## src/rtl/lock_det_pkg.sv

```systemverilog
package lock_det_pkg;
  localparam int unsigned DEF_RUN_LEN    = 32;
  localparam int unsigned DEF_FRAME_LEN  = 256;
  localparam int unsigned DEF_HIGH_LIMIT = 5;
  localparam int unsigned DEF_BAD_FRAMES = 5;

  typedef enum logic {
    ST_LOCKED   = 1'b0,
    ST_UNLOCKED = 1'b1
  } lock_state_e;
endpackage

```

## src/rtl/ld_low_run.sv

```systemverilog
module ld_low_run #(
  parameter int unsigned RUN_LEN = 32
) (
  input  logic clk,
  input  logic rst_n,
  input  logic smp_i,
  output logic hit_o
);
  localparam int unsigned RUN_W = $clog2(RUN_LEN + 1);
  localparam logic [RUN_W-1:0] RUN_TOP = RUN_W'(RUN_LEN - 1);

  logic [RUN_W-1:0] run_q, run_d;

  always_comb begin
    run_d = run_q;
    hit_o = 1'b0;
    if (smp_i) begin
      run_d = '0;
    end else if (run_q >= RUN_TOP) begin
      hit_o = 1'b1;
    end else begin
      run_d = run_q + 1'b1;
    end
  end

  always_ff @(posedge clk or negedge rst_n) begin
    if (!rst_n) run_q <= '0;
    else        run_q <= run_d;
  end

  // a high sample means no lock decision on the following edge
  p_high_restarts_r2: assert property (@(posedge clk) disable iff (!rst_n)
    (RUN_LEN > 1 && smp_i) |=> !hit_o);
endmodule

```

## src/rtl/ld_frame.sv

```systemverilog
module ld_frame #(
  parameter int unsigned FRAME_LEN  = 256,
  parameter int unsigned HIGH_LIMIT = 5
) (
  input  logic clk,
  input  logic rst_n,
  input  logic smp_i,
  output logic end_o,
  output logic bad_o
);
  localparam int unsigned POS_W = (FRAME_LEN > 2) ? $clog2(FRAME_LEN) : 1;
  localparam int unsigned HI_W  = $clog2(HIGH_LIMIT + 2);
  localparam logic [POS_W-1:0] POS_LAST = POS_W'(FRAME_LEN - 1);
  localparam logic [HI_W-1:0]  HI_SAT   = HI_W'(HIGH_LIMIT + 1);
  localparam logic [HI_W-1:0]  HI_LIM   = HI_W'(HIGH_LIMIT);

  logic [POS_W-1:0] pos_q, pos_d;
  logic [HI_W-1:0]  hi_q, hi_d, hi_tot;

  always_comb begin
    hi_tot = hi_q;
    if (smp_i && (hi_q < HI_SAT)) hi_tot = hi_q + 1'b1;
    end_o = (pos_q == POS_LAST);
    bad_o = end_o && (hi_tot > HI_LIM);
    if (end_o) begin
      pos_d = '0;
      hi_d  = '0;
    end else begin
      pos_d = pos_q + 1'b1;
      hi_d  = hi_tot;
    end
  end

  always_ff @(posedge clk or negedge rst_n) begin
    if (!rst_n) begin
      pos_q <= '0;
      hi_q  <= '0;
    end else begin
      pos_q <= pos_d;
      hi_q  <= hi_d;
    end
  end

  // frames do not overlap, so no two frame ends are adjacent
  p_frame_gap_r3: assert property (@(posedge clk) disable iff (!rst_n)
    (FRAME_LEN > 1 && end_o) |=> !end_o);
  // the high count never grows past its saturation value
  p_hi_cap_r9: assert property (@(posedge clk) disable iff (!rst_n)
    hi_q <= HI_SAT);
endmodule

```

## src/rtl/ld_bad_run.sv

```systemverilog
module ld_bad_run #(
  parameter int unsigned BAD_FRAMES = 5
) (
  input  logic clk,
  input  logic rst_n,
  input  logic end_i,
  input  logic bad_i,
  output logic unlock_o
);
  localparam int unsigned BAD_W = $clog2(BAD_FRAMES + 1);
  localparam logic [BAD_W-1:0] BAD_TOP = BAD_W'(BAD_FRAMES - 1);

  logic [BAD_W-1:0] bad_q, bad_d;

  always_comb begin
    bad_d    = bad_q;
    unlock_o = end_i && bad_i && (bad_q >= BAD_TOP);
    if (end_i) begin
      if (!bad_i)               bad_d = '0;
      else if (bad_q < BAD_TOP) bad_d = bad_q + 1'b1;
    end
  end

  always_ff @(posedge clk or negedge rst_n) begin
    if (!rst_n) bad_q <= '0;
    else        bad_q <= bad_d;
  end

  // a good frame leaves no bad-frame history
  p_good_clears_r6: assert property (@(posedge clk) disable iff (!rst_n)
    (end_i && !bad_i) |=> (bad_q == '0));
endmodule

```

## src/rtl/lock_status_det.sv

```systemverilog
module lock_status_det
  import lock_det_pkg::*;
#(
  parameter int unsigned RUN_LEN    = DEF_RUN_LEN,
  parameter int unsigned FRAME_LEN  = DEF_FRAME_LEN,
  parameter int unsigned HIGH_LIMIT = DEF_HIGH_LIMIT,
  parameter int unsigned BAD_FRAMES = DEF_BAD_FRAMES
) (
  input  logic clk_smp_i,
  input  logic rst_n_i,
  input  logic rclk_smp_i,
  output logic lock_o
);
  logic [1:0]  rst_sync_q;
  logic        rst_s;
  logic        lock_hit, unlock_hit, frame_end, frame_bad;
  lock_state_e st_q, st_d;

  always_ff @(posedge clk_smp_i or negedge rst_n_i) begin
    if (!rst_n_i) rst_sync_q <= 2'b00;
    else          rst_sync_q <= {rst_sync_q[0], 1'b1};
  end
  assign rst_s = rst_sync_q[1];

  ld_low_run #(.RUN_LEN(RUN_LEN)) u_run (
    .clk(clk_smp_i), .rst_n(rst_s), .smp_i(rclk_smp_i), .hit_o(lock_hit)
  );

  ld_frame #(.FRAME_LEN(FRAME_LEN), .HIGH_LIMIT(HIGH_LIMIT)) u_frame (
    .clk(clk_smp_i), .rst_n(rst_s), .smp_i(rclk_smp_i),
    .end_o(frame_end), .bad_o(frame_bad)
  );

  ld_bad_run #(.BAD_FRAMES(BAD_FRAMES)) u_bad (
    .clk(clk_smp_i), .rst_n(rst_s), .end_i(frame_end), .bad_i(frame_bad),
    .unlock_o(unlock_hit)
  );

  always_comb begin
    st_d = st_q;
    if (lock_hit)        st_d = ST_LOCKED;
    else if (unlock_hit) st_d = ST_UNLOCKED;
  end

  always_ff @(posedge clk_smp_i or negedge rst_s) begin
    if (!rst_s) st_q <= ST_UNLOCKED;
    else        st_q <= st_d;
  end

  assign lock_o = (st_q == ST_UNLOCKED);

  // lock is only taken after a low run completes on a low sample
  p_lock_needs_low_r1: assert property (@(posedge clk_smp_i) disable iff (!rst_s)
    $fell(lock_o) |-> ($past(lock_hit) && !$past(rclk_smp_i)));
  // unlock only happens on a frame's closing edge
  p_unlock_at_end_r5: assert property (@(posedge clk_smp_i) disable iff (!rst_s)
    $rose(lock_o) |-> $past(frame_end));
  // without either decision the flag holds
  p_hold_r7: assert property (@(posedge clk_smp_i) disable iff (!rst_s)
    (!lock_hit && !unlock_hit) |=> $stable(lock_o));
  // a completed low run overrides a simultaneous unlock
  p_lock_wins_r10: assert property (@(posedge clk_smp_i) disable iff (!rst_s)
    lock_hit |=> !lock_o);
endmodule

```

## config.mk

```make
export PLATFORM = sky130hd
export DESIGN_NAME = lock_status_det
export DESIGN_NICKNAME = d
export VERILOG_FILES = /design/src/rtl/lock_det_pkg.sv /design/src/rtl/ld_low_run.sv /design/src/rtl/ld_frame.sv /design/src/rtl/ld_bad_run.sv /design/src/rtl/lock_status_det.sv
export SDC_FILE = /design/constraint.sdc
export NUM_CORES = 1
export LEC_CHECK = 0
export BUFFER_PORTS_ARGS = -buffer_cell sky130_fd_sc_hd__buf_2
export CORE_AREA = 10 10 54 56
export DETAILED_ROUTE_END_ITERATION = 10
export DIE_AREA = 0 0 64 66
export HOLD_SLACK_MARGIN = 0.03
export PLACE_DENSITY = 0.7
export REMOVE_ABC_BUFFERS = 1
export SLEW_MARGIN = 20
export SYNTH_ARGS = -nofsm -noshare
export SYNTH_HDL_FRONTEND = slang
export SYNTH_SLANG_ARGS = --single-unit
export TNS_END_PERCENT = 10
```

## constraint.sdc

```tcl
create_clock -name clk_smp_i -period 0.9 [get_ports clk_smp_i]
set_clock_uncertainty 0.1 [all_clocks]
set_input_delay 0.135 -clock clk_smp_i [delete_from_list [all_inputs] [get_ports clk_smp_i]]
set_output_delay 0.135 -clock clk_smp_i [all_outputs]
set_load 0.005 [all_outputs]
```

==> results by group <==
Routing
  – Vias per std cell: 5.46
  – Post-DRT Antenna Nets: 0
  – DR iter-0 viols: 18
  – Post-DR wirelength/cell: 14.7 µm
  – 1st-pass router iterations: 4
  – Drc violations: 0
  – DR vias: 857
  – Final WL: 2310 µm

Min path
  – Hold path cells: 3
  – Hold path start: rclk_smp_i
  – Worst Hold End: u_frame.hi_q[1]
  – HP Class: in -> reg

Finish
  – Design Area, Final: 1480 µm²
  – # diodes: 0
  – Layout Nets: 138
  – P&R area growth vs syn: 42.7%
  – Layout cells sized above 1: 43.8%

Logic synthesis
  – Area leader, netlist: dfrtp_1
  – Count of cell types in the netlist: 33
  – Area contributors post-synth: dfrtp_1, ha_1, xnor2_1
  – Seq cells post-synth: 23
  – Count leader, synth: dfrtp_1
  – Mapped Cells: 92
  – Number of synthesized flops with an enable pin: 0
  – Synth top area share: 52.9%
  – Cell Area, Synth: 1040 µm²
  – Synth Flop Type: dfrtp_1
  – Post-synthesis async set-or-reset flop share: 100%
  – Avg Cell Area, Syn: 11.3 µm²
  – Warnings from Yosys: 0
  – Seq/Total Area, Yosys: 55.5%
  – Synth top cells by count: dfrtp_1, nor2_1, nand2_1, nand3_1, a21oi_1

CTS
  – Cts bufs inserted: 3
  – TritonCTS clock tree: built
  – Max clock buf depth: 2
  – Cts-stage hold buffer count: 2
  – H-tree depth: 1
  – Clk root buf: clkbuf_4
  – Clk Latency, worst-skew pair: 0.29 ns
  – CTS Sinks: 23
  – Worst-path clk slew: 0.12 ns

Timing
  – RSZ-0062 raised after global routing: yes
  – Fmax: 0.654 GHz
  – Max Slew Vio Count: 0
  – Final hold vios: 0
  – Period minus WS final: 1.53 ns
  – Final period util: 170%
  – Final worst slack: -0.630 ns
  – Final setup fails: 21

Global route
  – Vias in the first global route: 881
  – Initial antenna violation count: 0
  – Largest net degree at the start of global routing: 22
  – Grt ovf: 0
  – First-pass GRT wire length: 3930 µm
  – Total GRT Usage: 11.5%

Setup path
  – Crit-path cells: ha_2, and4_1, and2_4, nor3b_4, mux2_4
  – Delay of the slowest critical-path stage: 0.40 ns
  – Critical path class: reg -> reg
  – R2r endpoint: u_bad.bad_q[0]
  – Reg-to-Reg Start: u_frame.pos_q[1]
  – CP Max Fanout: 5
  – WP data arrival: 1.62 ns
  – CP max-delay cell: dfrtp_1
  – Flop-to-flop setup slack: -0.63 ns
  – CP Capture Type: flop
  – Crit path launch type: flop
  – R2R depth: 5
  – Worst EP required: 0.99 ns

Place
  – Port Buffer Count: 3
  – DP Worst Slack: -0.690 ns
  – Placed Area: 1300 µm²
  – Final GP Congestion: 0.740
  – Post-detail-place hpwl: 1460 µm

Run status
  – Failing checks: setup timing
  – Status: finished, violations left

Die
  – Die area: 4220 µm²
  – Die H: 66 µm
  – Num rows: 16
  – Ports: 4
  – Initial core utilization: 54.7%
  – Core Area: 1900 µm²
  – Chip Width: 64 µm

Power and ir drop
  – Leakage: 0.688 nW
  – Worst vdd ir: 1.09 mV
  – Power Density: 1690 nW/µm²

Flow run
  – Maxcap violations: 0
-- worst max-delay path by stage --
stage                      from        endpoint  slack (ns)  depth (start not counted)
3_5_place_dp   u_frame.pos_q[0]  u_bad.bad_q[0]       -0.69                          5
4_1_cts        u_frame.pos_q[0]  u_bad.bad_q[0]       -0.61                          5
2_1_floorplan  u_frame.pos_q[0]  u_bad.bad_q[0]       -0.77                          5
6_report       u_frame.pos_q[1]  u_bad.bad_q[0]       -0.63                          5
5_1_grt        u_frame.pos_q[1]  u_bad.bad_q[0]       -0.66                          5
3_3_place_gp   u_frame.pos_q[0]  u_bad.bad_q[0]       -0.67                          5
-- layout by cell type, fill, tap and decap left out, drive strengths merged, types with 2 or more instances in the layout --
cell type     n
nor3b         2
dlygate4sd3   2
ha            4
xor2          4
o21ai         5
o31ai         2
nand2         6
nor2          9
a21oi         5
xnor2         4
inv           2
a31oi         2
buf          34
nand3         6
nor3          2
dfrtp        22
clkbuf        4
-- cells by family (layout without fill, tap and decap cells) --
kind of cell / Yosys count / in the layout / synth area share (%)
compound gates: 18 / 18 / 11.4
flops: 23 / 23 / 55.5
fa+ha+maj: 4 / 4 / 4.81
mux: 2 / 2 / 2.05
xor+xnor: 8 / 8 / 6.74
simple gates: 32 / 32 / 17.0
buf+inv: 4 / 42 / 2.17
other cells: 1 / 1 / 0.361
-- flip-flops by register name (all words and copies together) (netlist names) --
| register | count |
|---|---|
| lock_o | 1 |
| u_frame.pos_q | 8 |
| u_bad.bad_q | 3 |
| u_frame.hi_q | 3 |
| rst_sync_q | 2 |
| u_run.run_q | 6 |
-- stage by stage --
| step | total power, mW | instances | util, % | setup TNS (ns) | hold slack (ns) |
|---|---|---|---|---|---|
| 2_1_floorplan | 1.53 | 90 | - | -8.10 | -0.261 |
| 3_5_place_dp | 1.81 | 149 | 68.6 | -9.17 | -0.177 |
| 6_report | 2.51 | 157 | 78.0 | -8.41 | 0.0149 |
| 4_1_cts | 2.43 | 156 | 75.1 | -8.38 | -0.0180 |
| 5_1_grt | 2.68 | 157 | 78.0 | -9.50 | 0.0139 |
| 3_3_place_gp | 1.78 | 149 | 68.6 | -8.83 | -0.180 |
-- critical path: cells and delay by family (launching register included) --
family        cells  cell delay [ns]
flops             1             0.40
fa+ha+maj         1             0.19
simple gates      3             0.47
mux               1             0.27
-- per-layer routing --
metal	vias up	track usage, %	wire (µm)
met5	-	0	0
met1	432	10.9	867
met3	6	2.03	57
met2	16	23.9	1360
met4	0	3.55	31
li1	403	-	-
-- cell type report --
cell class	instances	area, µm²
inverters	2	7.51
clock buffers	4	26.3
multi-input cells	65	546
repair buffers	36	294
flip-flops and latches	23	577
fillers	115	418
well taps	27	33.8
-- report_power, final --
part	internal (mW)	total, mW	switching, mW
sequential	1.12	1.20	0.0878
combinational	0.466	0.861	0.395
clock	0.172	0.450	0.278
total	1.75	2.51	0.760
-- timing repair --
item | 4_1_cts | 5_1_grt
buffers inserted | 1 | 1
endpoints found under the hold margin | 3 | 1
pin swaps | 12 | 5
setup endpoints to repair | 22 | 22
gates resized for setup | 19 | 9
No activity file was read; power rests on OpenSTA's default activity.
